--- config.mk ---
export PLATFORM = sky130hd
export DESIGN_NAME = dbgrd_master
export DESIGN_NICKNAME = d
export VERILOG_FILES = /design/src/rtl/dbgrd_pkg.sv /design/src/rtl/dbgrd_clkgen.sv /design/src/rtl/dbgrd_nibshift.sv /design/src/rtl/dbgrd_seq.sv /design/src/rtl/dbgrd_master.sv
export SDC_FILE = /design/constraint.sdc
export NUM_CORES = 1
export LEC_CHECK = 0
export BUFFER_PORTS_ARGS = -buffer_cell sky130_fd_sc_hd__buf_2
export CORE_UTILIZATION = 50
export CTS_CLUSTER_SIZE = 16
export DETAILED_ROUTE_END_ITERATION = 8
export HOLD_SLACK_MARGIN = 0.06
export PLACE_DENSITY = 0.75
export SYNTH_ARGS = -nofsm -noshare
export SYNTH_HDL_FRONTEND = slang
export SYNTH_SLANG_ARGS = --single-unit
--- constraint.sdc ---
create_clock -name clk -period 7.63 [get_ports clk]
set_clock_uncertainty 0.05 [all_clocks]
set_input_delay 0.763 -clock clk [delete_from_list [all_inputs] [get_ports clk]]
set_output_delay 0.763 -clock clk [all_outputs]
set_load 0.005 [all_outputs]
--- src/rtl/dbgrd_pkg.sv ---
package dbgrd_pkg;

    // nibble codes on the port bus, bit 3 leftmost
    localparam logic [3:0] NIB_START = 4'b0000;
    localparam logic [3:0] NIB_READ  = 4'b1010;
    localparam logic [3:0] NIB_READY = 4'b0001;

    typedef enum logic [2:0] {
        ST_IDLE,
        ST_HDR,
        ST_TURN,
        ST_POLL,
        ST_SYNCUP,
        ST_DATA,
        ST_FINISH
    } seq_state_e;

endpackage

--- src/rtl/dbgrd_clkgen.sv ---
module dbgrd_clkgen #(
    parameter int HALF_DIV = 2
) (
    input  logic clk,
    input  logic rst_n,
    input  logic en,
    output logic pclk_o,
    output logic rise_stb_o,
    output logic fall_stb_o
);
    localparam int HALF = (HALF_DIV < 2) ? 2 : HALF_DIV;
    localparam int CW   = (HALF > 2) ? $clog2(HALF) : 1;

    typedef struct packed {
        logic [CW-1:0] cnt;
        logic          pclk;
    } cg_t;

    cg_t  cg_q, cg_d;
    logic wrap;

    always_comb begin
        cg_d = cg_q;
        wrap = (cg_q.cnt == CW'(HALF - 1));
        if (!en) begin
            cg_d.cnt  = '0;
            cg_d.pclk = 1'b0;
        end else if (wrap) begin
            cg_d.cnt  = '0;
            cg_d.pclk = ~cg_q.pclk;
        end else begin
            cg_d.cnt = cg_q.cnt + 1'b1;
        end
    end

    always_ff @(posedge clk or negedge rst_n) begin
        if (!rst_n) cg_q <= '0;
        else        cg_q <= cg_d;
    end

    assign pclk_o     = cg_q.pclk;
    assign rise_stb_o = en & wrap & ~cg_q.pclk;
    assign fall_stb_o = en & wrap &  cg_q.pclk;

endmodule

--- src/rtl/dbgrd_nibshift.sv ---
module dbgrd_nibshift #(
    parameter int NIBBLES = 8
) (
    input  logic                 clk,
    input  logic                 rst_n,
    input  logic                 load,
    input  logic [4*NIBBLES-1:0] load_val,
    input  logic                 shift,
    input  logic [3:0]           nib_in,
    output logic [4*NIBBLES-1:0] q_o
);
    localparam int W = 4 * NIBBLES;

    logic [W-1:0] sr_q, sr_d;

    always_comb begin
        sr_d = sr_q;
        if (load)       sr_d = load_val;
        else if (shift) sr_d = {nib_in, sr_q[W-1:4]};
    end

    always_ff @(posedge clk or negedge rst_n) begin
        if (!rst_n) sr_q <= '0;
        else        sr_q <= sr_d;
    end

    assign q_o = sr_q;

endmodule

--- src/rtl/dbgrd_seq.sv ---
module dbgrd_seq
    import dbgrd_pkg::*;
#(
    parameter int NIBBLES = 8,
    parameter int POLL_W  = 16
) (
    input  logic              clk,
    input  logic              rst_n,
    input  logic              start_i,
    input  logic [POLL_W-1:0] limit_i,
    input  logic              rise_stb_i,
    input  logic              fall_stb_i,
    input  logic [3:0]        bus_in_i,
    input  logic [3:0]        addr_nib_i,
    output logic              busy_o,
    output logic              sync_n_o,
    output logic              bus_oe_o,
    output logic [3:0]        bus_out_o,
    output logic              done_o,
    output logic              error_o,
    output logic              load_o,
    output logic              addr_shift_o,
    output logic              cap_shift_o
);
    localparam int SW        = $clog2(NIBBLES + 2);
    localparam int LAST_HDR  = NIBBLES + 1;
    localparam int LAST_DATA = NIBBLES - 1;

    typedef struct packed {
        seq_state_e        state;
        logic [SW-1:0]     step;
        logic [POLL_W-1:0] pcnt;
        logic [POLL_W-1:0] lim;
        logic              timeout;
        logic              sync_n;
        logic              oe;
        logic              done;
        logic              err;
    } seq_t;

    seq_t          s_q, s_d;
    logic [POLL_W:0] pnext;

    always_comb begin
        s_d          = s_q;
        s_d.done     = 1'b0;
        load_o       = 1'b0;
        addr_shift_o = 1'b0;
        cap_shift_o  = 1'b0;
        pnext        = {1'b0, s_q.pcnt} + 1'b1;
        unique case (s_q.state)
            ST_IDLE: begin
                if (start_i) begin
                    s_d.state   = ST_HDR;
                    s_d.step    = '0;
                    s_d.pcnt    = '0;
                    s_d.lim     = limit_i;
                    s_d.timeout = 1'b0;
                    s_d.sync_n  = 1'b0;
                    s_d.oe      = 1'b1;
                    s_d.err     = 1'b0;
                    load_o      = 1'b1;
                end
            end
            ST_HDR: begin
                if (fall_stb_i) begin
                    if (s_q.step >= SW'(2)) addr_shift_o = 1'b1;
                    if (s_q.step == SW'(LAST_HDR)) begin
                        s_d.state = ST_TURN;
                        s_d.oe    = 1'b0;
                    end else begin
                        s_d.step = s_q.step + 1'b1;
                    end
                end
            end
            ST_TURN: begin
                if (fall_stb_i) s_d.state = ST_POLL;
            end
            ST_POLL: begin
                if (rise_stb_i) begin
                    if (bus_in_i == NIB_READY) begin
                        s_d.state = ST_SYNCUP;
                    end else if (pnext >= {1'b0, s_q.lim}) begin
                        s_d.state   = ST_FINISH;
                        s_d.timeout = 1'b1;
                    end else begin
                        s_d.pcnt = pnext[POLL_W-1:0];
                    end
                end
            end
            ST_SYNCUP: begin
                if (fall_stb_i) begin
                    s_d.state  = ST_DATA;
                    s_d.sync_n = 1'b1;
                    s_d.step   = '0;
                end
            end
            ST_DATA: begin
                if (rise_stb_i) begin
                    cap_shift_o = 1'b1;
                    if (s_q.step == SW'(LAST_DATA)) s_d.state = ST_FINISH;
                    else                           s_d.step  = s_q.step + 1'b1;
                end
            end
            ST_FINISH: begin
                if (fall_stb_i) begin
                    s_d.state  = ST_IDLE;
                    s_d.sync_n = 1'b1;
                    s_d.done   = 1'b1;
                    s_d.err    = s_q.timeout;
                end
            end
            default: s_d.state = ST_IDLE;
        endcase
    end

    always_ff @(posedge clk or negedge rst_n) begin
        if (!rst_n) begin
            s_q        <= '0;
            s_q.state  <= ST_IDLE;
            s_q.sync_n <= 1'b1;
        end else begin
            s_q <= s_d;
        end
    end

    always_comb begin
        bus_out_o = NIB_START;
        if (s_q.state == ST_HDR) begin
            if (s_q.step == SW'(1))       bus_out_o = NIB_READ;
            else if (s_q.step >= SW'(2))  bus_out_o = addr_nib_i;
        end
    end

    assign busy_o   = (s_q.state != ST_IDLE);
    assign sync_n_o = s_q.sync_n;
    assign bus_oe_o = s_q.oe;
    assign done_o   = s_q.done;
    assign error_o  = s_q.err;

    // completion pulse lasts one system clock
    p_done_single_r8: assert property (@(posedge clk) disable iff (!rst_n)
        s_q.done |=> !s_q.done);

    // a start during a transaction does not reload the poll limit
    p_start_ignored_r10: assert property (@(posedge clk) disable iff (!rst_n)
        (s_q.state != ST_IDLE && start_i) |=> $stable(s_q.lim));

    // the ready code always moves polling to the sync-raise step
    p_ready_to_sync_r6: assert property (@(posedge clk) disable iff (!rst_n)
        (s_q.state == ST_POLL && rise_stb_i && bus_in_i == NIB_READY)
        |=> (s_q.state == ST_SYNCUP));

    // the error flag only rises together with completion
    p_err_with_done_r9: assert property (@(posedge clk) disable iff (!rst_n)
        $rose(s_q.err) |-> s_q.done);

endmodule

--- src/rtl/dbgrd_master.sv ---
module dbgrd_master #(
    parameter int HALF_DIV = 2,
    parameter int NIBBLES  = 8,
    parameter int POLL_W   = 16
) (
    input  logic                 clk,
    input  logic                 rst_n,
    input  logic                 start_i,
    input  logic [4*NIBBLES-1:0] addr_i,
    input  logic [POLL_W-1:0]    poll_limit_i,
    output logic                 pclk_o,
    output logic                 sync_n_o,
    output logic                 bus_oe_o,
    output logic [3:0]           bus_out_o,
    input  logic [3:0]           bus_in_i,
    output logic                 busy_o,
    output logic                 done_o,
    output logic                 error_o,
    output logic [4*NIBBLES-1:0] data_o
);
    localparam int W = 4 * NIBBLES;

    logic         rise_stb, fall_stb;
    logic         load, addr_shift, cap_shift;
    logic [W-1:0] addr_q;

    dbgrd_clkgen #(.HALF_DIV(HALF_DIV)) u_clk (
        .clk        (clk),
        .rst_n      (rst_n),
        .en         (busy_o),
        .pclk_o     (pclk_o),
        .rise_stb_o (rise_stb),
        .fall_stb_o (fall_stb)
    );

    dbgrd_seq #(.NIBBLES(NIBBLES), .POLL_W(POLL_W)) u_seq (
        .clk          (clk),
        .rst_n        (rst_n),
        .start_i      (start_i),
        .limit_i      (poll_limit_i),
        .rise_stb_i   (rise_stb),
        .fall_stb_i   (fall_stb),
        .bus_in_i     (bus_in_i),
        .addr_nib_i   (addr_q[3:0]),
        .busy_o       (busy_o),
        .sync_n_o     (sync_n_o),
        .bus_oe_o     (bus_oe_o),
        .bus_out_o    (bus_out_o),
        .done_o       (done_o),
        .error_o      (error_o),
        .load_o       (load),
        .addr_shift_o (addr_shift),
        .cap_shift_o  (cap_shift)
    );

    // address register rotates so the next nibble is always at the bottom
    dbgrd_nibshift #(.NIBBLES(NIBBLES)) u_addr (
        .clk      (clk),
        .rst_n    (rst_n),
        .load     (load),
        .load_val (addr_i),
        .shift    (addr_shift),
        .nib_in   (addr_q[3:0]),
        .q_o      (addr_q)
    );

    // capture register fills from the top, first nibble ends lowest
    dbgrd_nibshift #(.NIBBLES(NIBBLES)) u_cap (
        .clk      (clk),
        .rst_n    (rst_n),
        .load     (load),
        .load_val ('0),
        .shift    (cap_shift),
        .nib_in   (bus_in_i),
        .q_o      (data_o)
    );

    // idle means parked clock, sync high, bus released
    p_idle_parked_r1: assert property (@(posedge clk) disable iff (!rst_n)
        !busy_o |-> (!pclk_o && sync_n_o && !bus_oe_o));

    // port outputs hold while the port clock stays high
    p_drive_on_fall_r11: assert property (@(posedge clk) disable iff (!rst_n)
        (pclk_o && $past(pclk_o))
        |-> ($stable(bus_out_o) && $stable(bus_oe_o) && $stable(sync_n_o)));

    // master never drives the bus once sync is high
    p_oe_off_sync_high_r7: assert property (@(posedge clk) disable iff (!rst_n)
        sync_n_o |-> !bus_oe_o);

endmodule

# Yosys cells after proc, flatten, opt, wreduce, memory -nomap -nowiden
# Cells that the tools add are included.
# op_classes
order_cmp	2
reduce_logical	18
bitwise	4
muxes	49
add_sub_neg	3
n_eq_ne	27
# ops
op	count
32-bit 2-to-1 mux	4
16-bit 2-to-1 mux	3
42-bit 2-to-1 mux	1
16-bit case mux with 2 select lines	1
2-bit != test (second input constant)	12
3-bit 2-to-1 mux	7
7-bit 2-to-1 mux	3
3-bit case mux with 7 select lines	1
4-bit 2-to-1 mux	5
16-bit by 1-bit adder with 17-bit output (second input constant)	1
17-bit by 16-bit >= comparator with 1-bit output	1
1-bit 2-to-1 mux	17
4-bit case mux with 4 select lines	1
2-bit nonzero test	6
10-bit AND reduction	1
5-bit AND reduction	2
3-bit == test (second input constant)	3
4-bit by 1-bit == test with 1-bit output (second input constant)	2
2-bit by 1-bit != test with 1-bit output (second input constant)	4
1-bit case mux with 2 select lines	4
7-bit AND reduction	1
3-bit by 2-bit == test with 1-bit output (second input constant)	2
3-bit AND reduction	2
4-bit by 1-bit adder with 4-bit output (second input constant)	1
other kinds (15)	18
# word_totals
register_bits	110

# Longest topological paths before layout
# logic_depth
word_depth	7
mapped_depth	14
mapped_depth_nobuf	13

# Cells and area by module
# A second synthesis with hierarchy kept.
# hier_totals
hier_cells	575
hier_area_um2	5765.5
# modules_own_cells
mod	cells_per_inst	area_each_um2	seq_area_each_um2	n_inst
dbgrd_nibshift	139	1515.2	800.8	2
dbgrd_seq	288	2642.5	1102.3	1
dbgrd_clkgen	8	88.8	50.0	1
dbgrd_master	1	3.8	0.0	1

# Worst setup path after synthesis
# No wires, ideal clock.
# synth_path
kind	register to register
from	register u_seq.s_q[21] (netlist name)
to	register u_seq.s_q[32] (netlist name)
path_stages_with_launch	15
setup_ns	0.126
path_buffers	1
arrival_time_ns	2.807
slack_ns	4.647
period_less_slack_ns	2.983
cell_sequence	dfrtp_1 ha_1 and3_1 and3_1 nand2_1 or2_2 nand2_1 ha_1 a21oi_1 o211ai_1 a21oi_1 o211ai_2 nand2b_1 buf_2 a311o_1
# synth_via
elab_chain_len	5
word_cells_on_any_way	8
classes_between	add/sub (1); order compare (1); eq/ne (1); mux (4); reduce/logical (1)
# synth_rtl
element	line	text
start, declared	dbgrd_seq.sv:41	seq_t s_q, s_d;
16-bit by 1-bit adder with 17-bit output *	dbgrd_seq.sv:50	pnext = {1'b0, s_q.pcnt} + 1'b1;
branches (longest 4 deep; another with 17-bit by 16-bit >= comparator with 1-bit output)	-	
# Every way passes the cells marked *. The select of a mux whose other input is x is not followed.
# A chain may end at the register's enable or synchronous reset.

# Worst setup path in the final report
# layout_path
from	register u_seq.s_q[21] (netlist name)
to	register u_seq.s_q[21] (netlist name)
# Same word-level chain as after synthesis.

==> results.txt <==
----------------------------------------------------
[Placement]
  Number of I/O port buffers ... 96
  Worst slack, placed ... 3.95 ns
  Detailed Place HPWL ... 8300 um
  Routability congestion estimate ... 0.851
  Count of placed standard cells including taps ... 841

[Power]
  Switching part of the total ... 40.1%
  PD cells ... 304 mW/mm2
  Portion of total power attributed to sequential cells ... 46.4%
  Combinational power share ... 35.8%
  Clock share of power ... 17.8%
  Cell leakage power ... 3.00 nW
  Internal Dissipation ... 1.13 mW
  Maximum vdd ir drop ... 188 uV
  Switch Pwr ... 0.760 mW

[Synth]
  Leading cell types by total area after synthesis ... sky130_fd_sc_hd__dfrtp_1 (49%), sky130_fd_sc_hd__nand2_1 (13%), sky130_fd_sc_hd__ha_1 (4.5%), sky130_fd_sc_hd__a21oi_1 (4.0%), sky130_fd_sc_hd__a31oi_1 (3.7%)
  Synth Warn # ... 0
  Share of synthesized registers carrying an async set or reset ... 100%
  Post-Synthesis Cells ... 638
  Total of flip-flops plus latches after synthesis ... 110
  Primary FF master, synth ... sky130_fd_sc_hd__dfrtp_1
  Portion of the post-synthesis area used by sequential elements ... 49.8%
  Number of different library cells in the post-synthesis netlist ... 52
  Area leader, netlist ... sky130_fd_sc_hd__dfrtp_1
  Area of the mapped netlist ... 0.00553 mm2
  Mean Syn Cell Area ... 8.67 um2
  Share of the synthesized area in the top cell type ... 49.3%
  Number of flops mapped to enable cells by yosys ... 0
  Net count after synthesis ... 713

[Clock network]
  Clock tree from TritonCTS ... done
  Cts bufs inserted ... 9
  Bufs on Longest Clock Path ... 2
  Post-cts sizing count ... 0
  Number of H-tree branching levels ... 3
  Sinks on the clock net ... 110
  Latest clock arrival within the worst-skew pair ... 0.38 ns
  CTS clock-pin slew for the worst setup and hold paths ... 0.11 ns
  Count of hold-fix buffers inserted at cts ... 0
  Post-CTS setup-driven buffer insertion count ... 0
  Clock root buffer ... sky130_fd_sc_hd__clkbuf_8

[Critical path]
  Largest stage delay on the critical path ... 0.71 ns
  R2R cell count ... 13
  CP arrival ... 3.95 ns
  Cell at the slowest stage of the critical path ... sky130_fd_sc_hd__o211ai_2
  Number of buffer and inverter instances along the worst setup path ... 0
  Capturing element type of the critical path ... flip-flop
  Worst r2r src ... u_seq.s_q[21]$_DFFE_PN0P_
  CP Depth ... 13
  Worst Path Required ... 7.83 ns
  Worst path top cell family by delay ... simple AND/OR/NAND/NOR gates
  Largest fanout on the critical path ... 16
  Classification of the worst setup path ... reg2reg
  Worst setup startpoint ... u_seq.s_q[21]$_DFFE_PN0P_
  Startpoint class of the critical path ... flip-flop
  Critical-path cell list ... ha_1, and3_1, and3_1, and4_1, nand2b_1, nand2_1, ha_1, nand3_1, nor2_1, o2111ai_1, o211ai_2, nand2b_1, o21ai_0

[Finish]
  Diodes inserted ... 0
  Syn-to-layout area delta ... 12.7%
  Combined area of the multi-input logic cells ... 0.00253 mm2
  Final non-filler cell total ... 857
  Fraction of final layout cells sized beyond drive strength 1 ... 19.1%
  Number of nets in the final layout ... 787
  Sequential standard cell area ... 0.00275 mm2
  Number of fill cells in the layout ... 980

[Floorplan]
  Top-Level Pins ... 97
  Die area ... 0.0115 mm2
  Core footprint ... 0.0108 mm2
  Initial Util ... 51.3%
  Die Height ... 107 um
  Die width ... 107 um
  Number of rows in the core area ... 38

[Global route]
  Global route overflow ... 0
  Number of global-route vias before repair ... 4331
  Overall fraction of global-route tracks in use ... 21.9%
  Number of antenna violations at the first check in global routing ... 0
  Global-route wire length before repair ... 20000 um
  Maximum number of pins on one net before global-route repair ... 98

[Timing]
  Slew margin rel. ... 34.8%
  Worst-Margin Slew ... 0.978 ns
  Minimum hold slack ... 0.257 ns
  Final worst setup slack ... 3.88 ns
  RSZ-0062 raised after global routing ... no
  Total count of hold-check failures in the final report ... 0
  Period minus WS final ... 3.75 ns
  Count of endpoints failing setup in the final report ... 0
  Pins over their slew limit ... 0
  Fmax achieved ... 267 MHz
  Crit share post-route ... 49.1%
  Total negative setup slack ... 0 ns

[Drt]
  DRT Wirelength ... 12000 um
  Routed length per placed instance ... 14.0 um
  Post-detailed-route via-to-cell ratio ... 5.50
  Total vias in the final route ... 4713
  Antenna-violating nets left ... 0
  Post-detailed-route DRC marker count ... 0
  Number of detailed-route iterations in the first pass ... 6
  DR iter-0 viols ... 382

[Run status]
  Run status ... finished clean

[Run]
  Maxcap violations ... 0

[Hold path]
  Worst hold path type ... in2async

----------------------------------------------------
-- Yosys cell counts, types with 6 or more instances --
cell,number
sky130_fd_sc_hd__nand2_1,192
sky130_fd_sc_hd__dfrtp_1,109
sky130_fd_sc_hd__a21oi_1,44
sky130_fd_sc_hd__nor2_1,43
sky130_fd_sc_hd__a31oi_1,33
sky130_fd_sc_hd__o21ai_0,26
sky130_fd_sc_hd__inv_1,23
sky130_fd_sc_hd__clkbuf_1,21
sky130_fd_sc_hd__ha_1,20
sky130_fd_sc_hd__a211oi_1,10
sky130_fd_sc_hd__buf_2,10
sky130_fd_sc_hd__nand2b_1,8
sky130_fd_sc_hd__mux2i_1,7
sky130_fd_sc_hd__nand3_1,7
sky130_fd_sc_hd__nor3_1,7
sky130_fd_sc_hd__a31o_2,6
sky130_fd_sc_hd__and3_1,6
sky130_fd_sc_hd__xnor2_1,6
-- layout make-up --
type                            count  area share [%]
Multi-Input combinational cell    467            40.5
Clock inverter                      7           0.883
Timing Repair Buffer              100            8.22
Tap cell                          140            2.81
Clock buffer                        9            1.99
Inverter                           24            1.44
Sequential cell                   110            44.2
-- power by group through the flow --
stage               registers (mW)  logic (mW)  clock network, mW
floorplan                    0.846       0.531                  0
global placement             0.878       0.654                  0
detailed placement           0.888       0.681                  0
CTS                          0.877       0.683              0.345
global route                 0.900       0.782              0.371
finish                       0.879       0.678              0.338
-- sequential cells by signal (all words and copies together), names as in the netlist --
register / flops
u_seq.s_q: 40
u_addr.q_o: 32
u_cap.q_o: 32
u_clk.pclk_o: 1
u_clk.wrap: 1
u_seq.bus_oe_o: 1
u_seq.done_o: 1
u_seq.error_o: 1
u_seq.sync_n_o: 1
-- placed cells by master (no fill, tap or decap), types with 7 or more instances in the layout --
cell type                  count
sky130_fd_sc_hd__a211oi_1     10
sky130_fd_sc_hd__nand3_1       7
sky130_fd_sc_hd__o21ai_0      26
sky130_fd_sc_hd__inv_1        23
sky130_fd_sc_hd__buf_2        95
sky130_fd_sc_hd__a21oi_1      44
sky130_fd_sc_hd__a31oi_1      33
sky130_fd_sc_hd__nand2b_1      8
sky130_fd_sc_hd__clkbuf_8      9
sky130_fd_sc_hd__dfrtp_1     109
sky130_fd_sc_hd__mux2i_1       7
sky130_fd_sc_hd__nand2_1     192
sky130_fd_sc_hd__ha_1         20
sky130_fd_sc_hd__nor2_1       43
-- through the flow --
step                      utilization [%]  power, mW  instance area [um2]
final                                57.8       1.89                 6240
after floorplan                         -       1.38                 5530
after detailed placement             56.1       1.57                 6060
after CTS                            57.8       1.90                 6240
after global routing                 57.8       2.05                 6240
after global placement               56.1       1.53                 6060
-- metal layers --
metal	track usage, %	part of all wire (%)
met1	29.8	46
met3	5.23	5.3
met2	34.5	47
met4	6.95	1.7
met5	0	0
-- logic make-up (layout without fill, tap and decap cells) --
family,count (synthesis),count (layout),share of synthesized area [%]
AND/OR/NAND/NOR,293,293,22.9
AO/OA/AOI/OAI,140,140,15.7
flip-flops,110,110,49.8
buffers and inverters,61,140,4.70
adder cells (fa/ha/maj),20,20,4.52
XOR/XNOR,7,7,1.11
multiplexers,7,7,1.27
-- worst paths after layout --
kind	slack (ns)	to
worst min-delay path	0.26	u_cap.q_o[3]$_DFFE_PN0P_
min in group clk	0.43	u_seq.sync_n_o$_DFFE_PN1P_
max in group asynchronous	5.96	u_cap.q_o[27]$_DFFE_PN0P_
worst max-delay path	3.88	u_seq.s_q[21]$_DFFE_PN0P_
worst max register to register	3.88	u_seq.s_q[21]$_DFFE_PN0P_
worst min register to register	0.43	u_seq.sync_n_o$_DFFE_PN1P_
No activity file was read; power rests on OpenSTA's default activity.
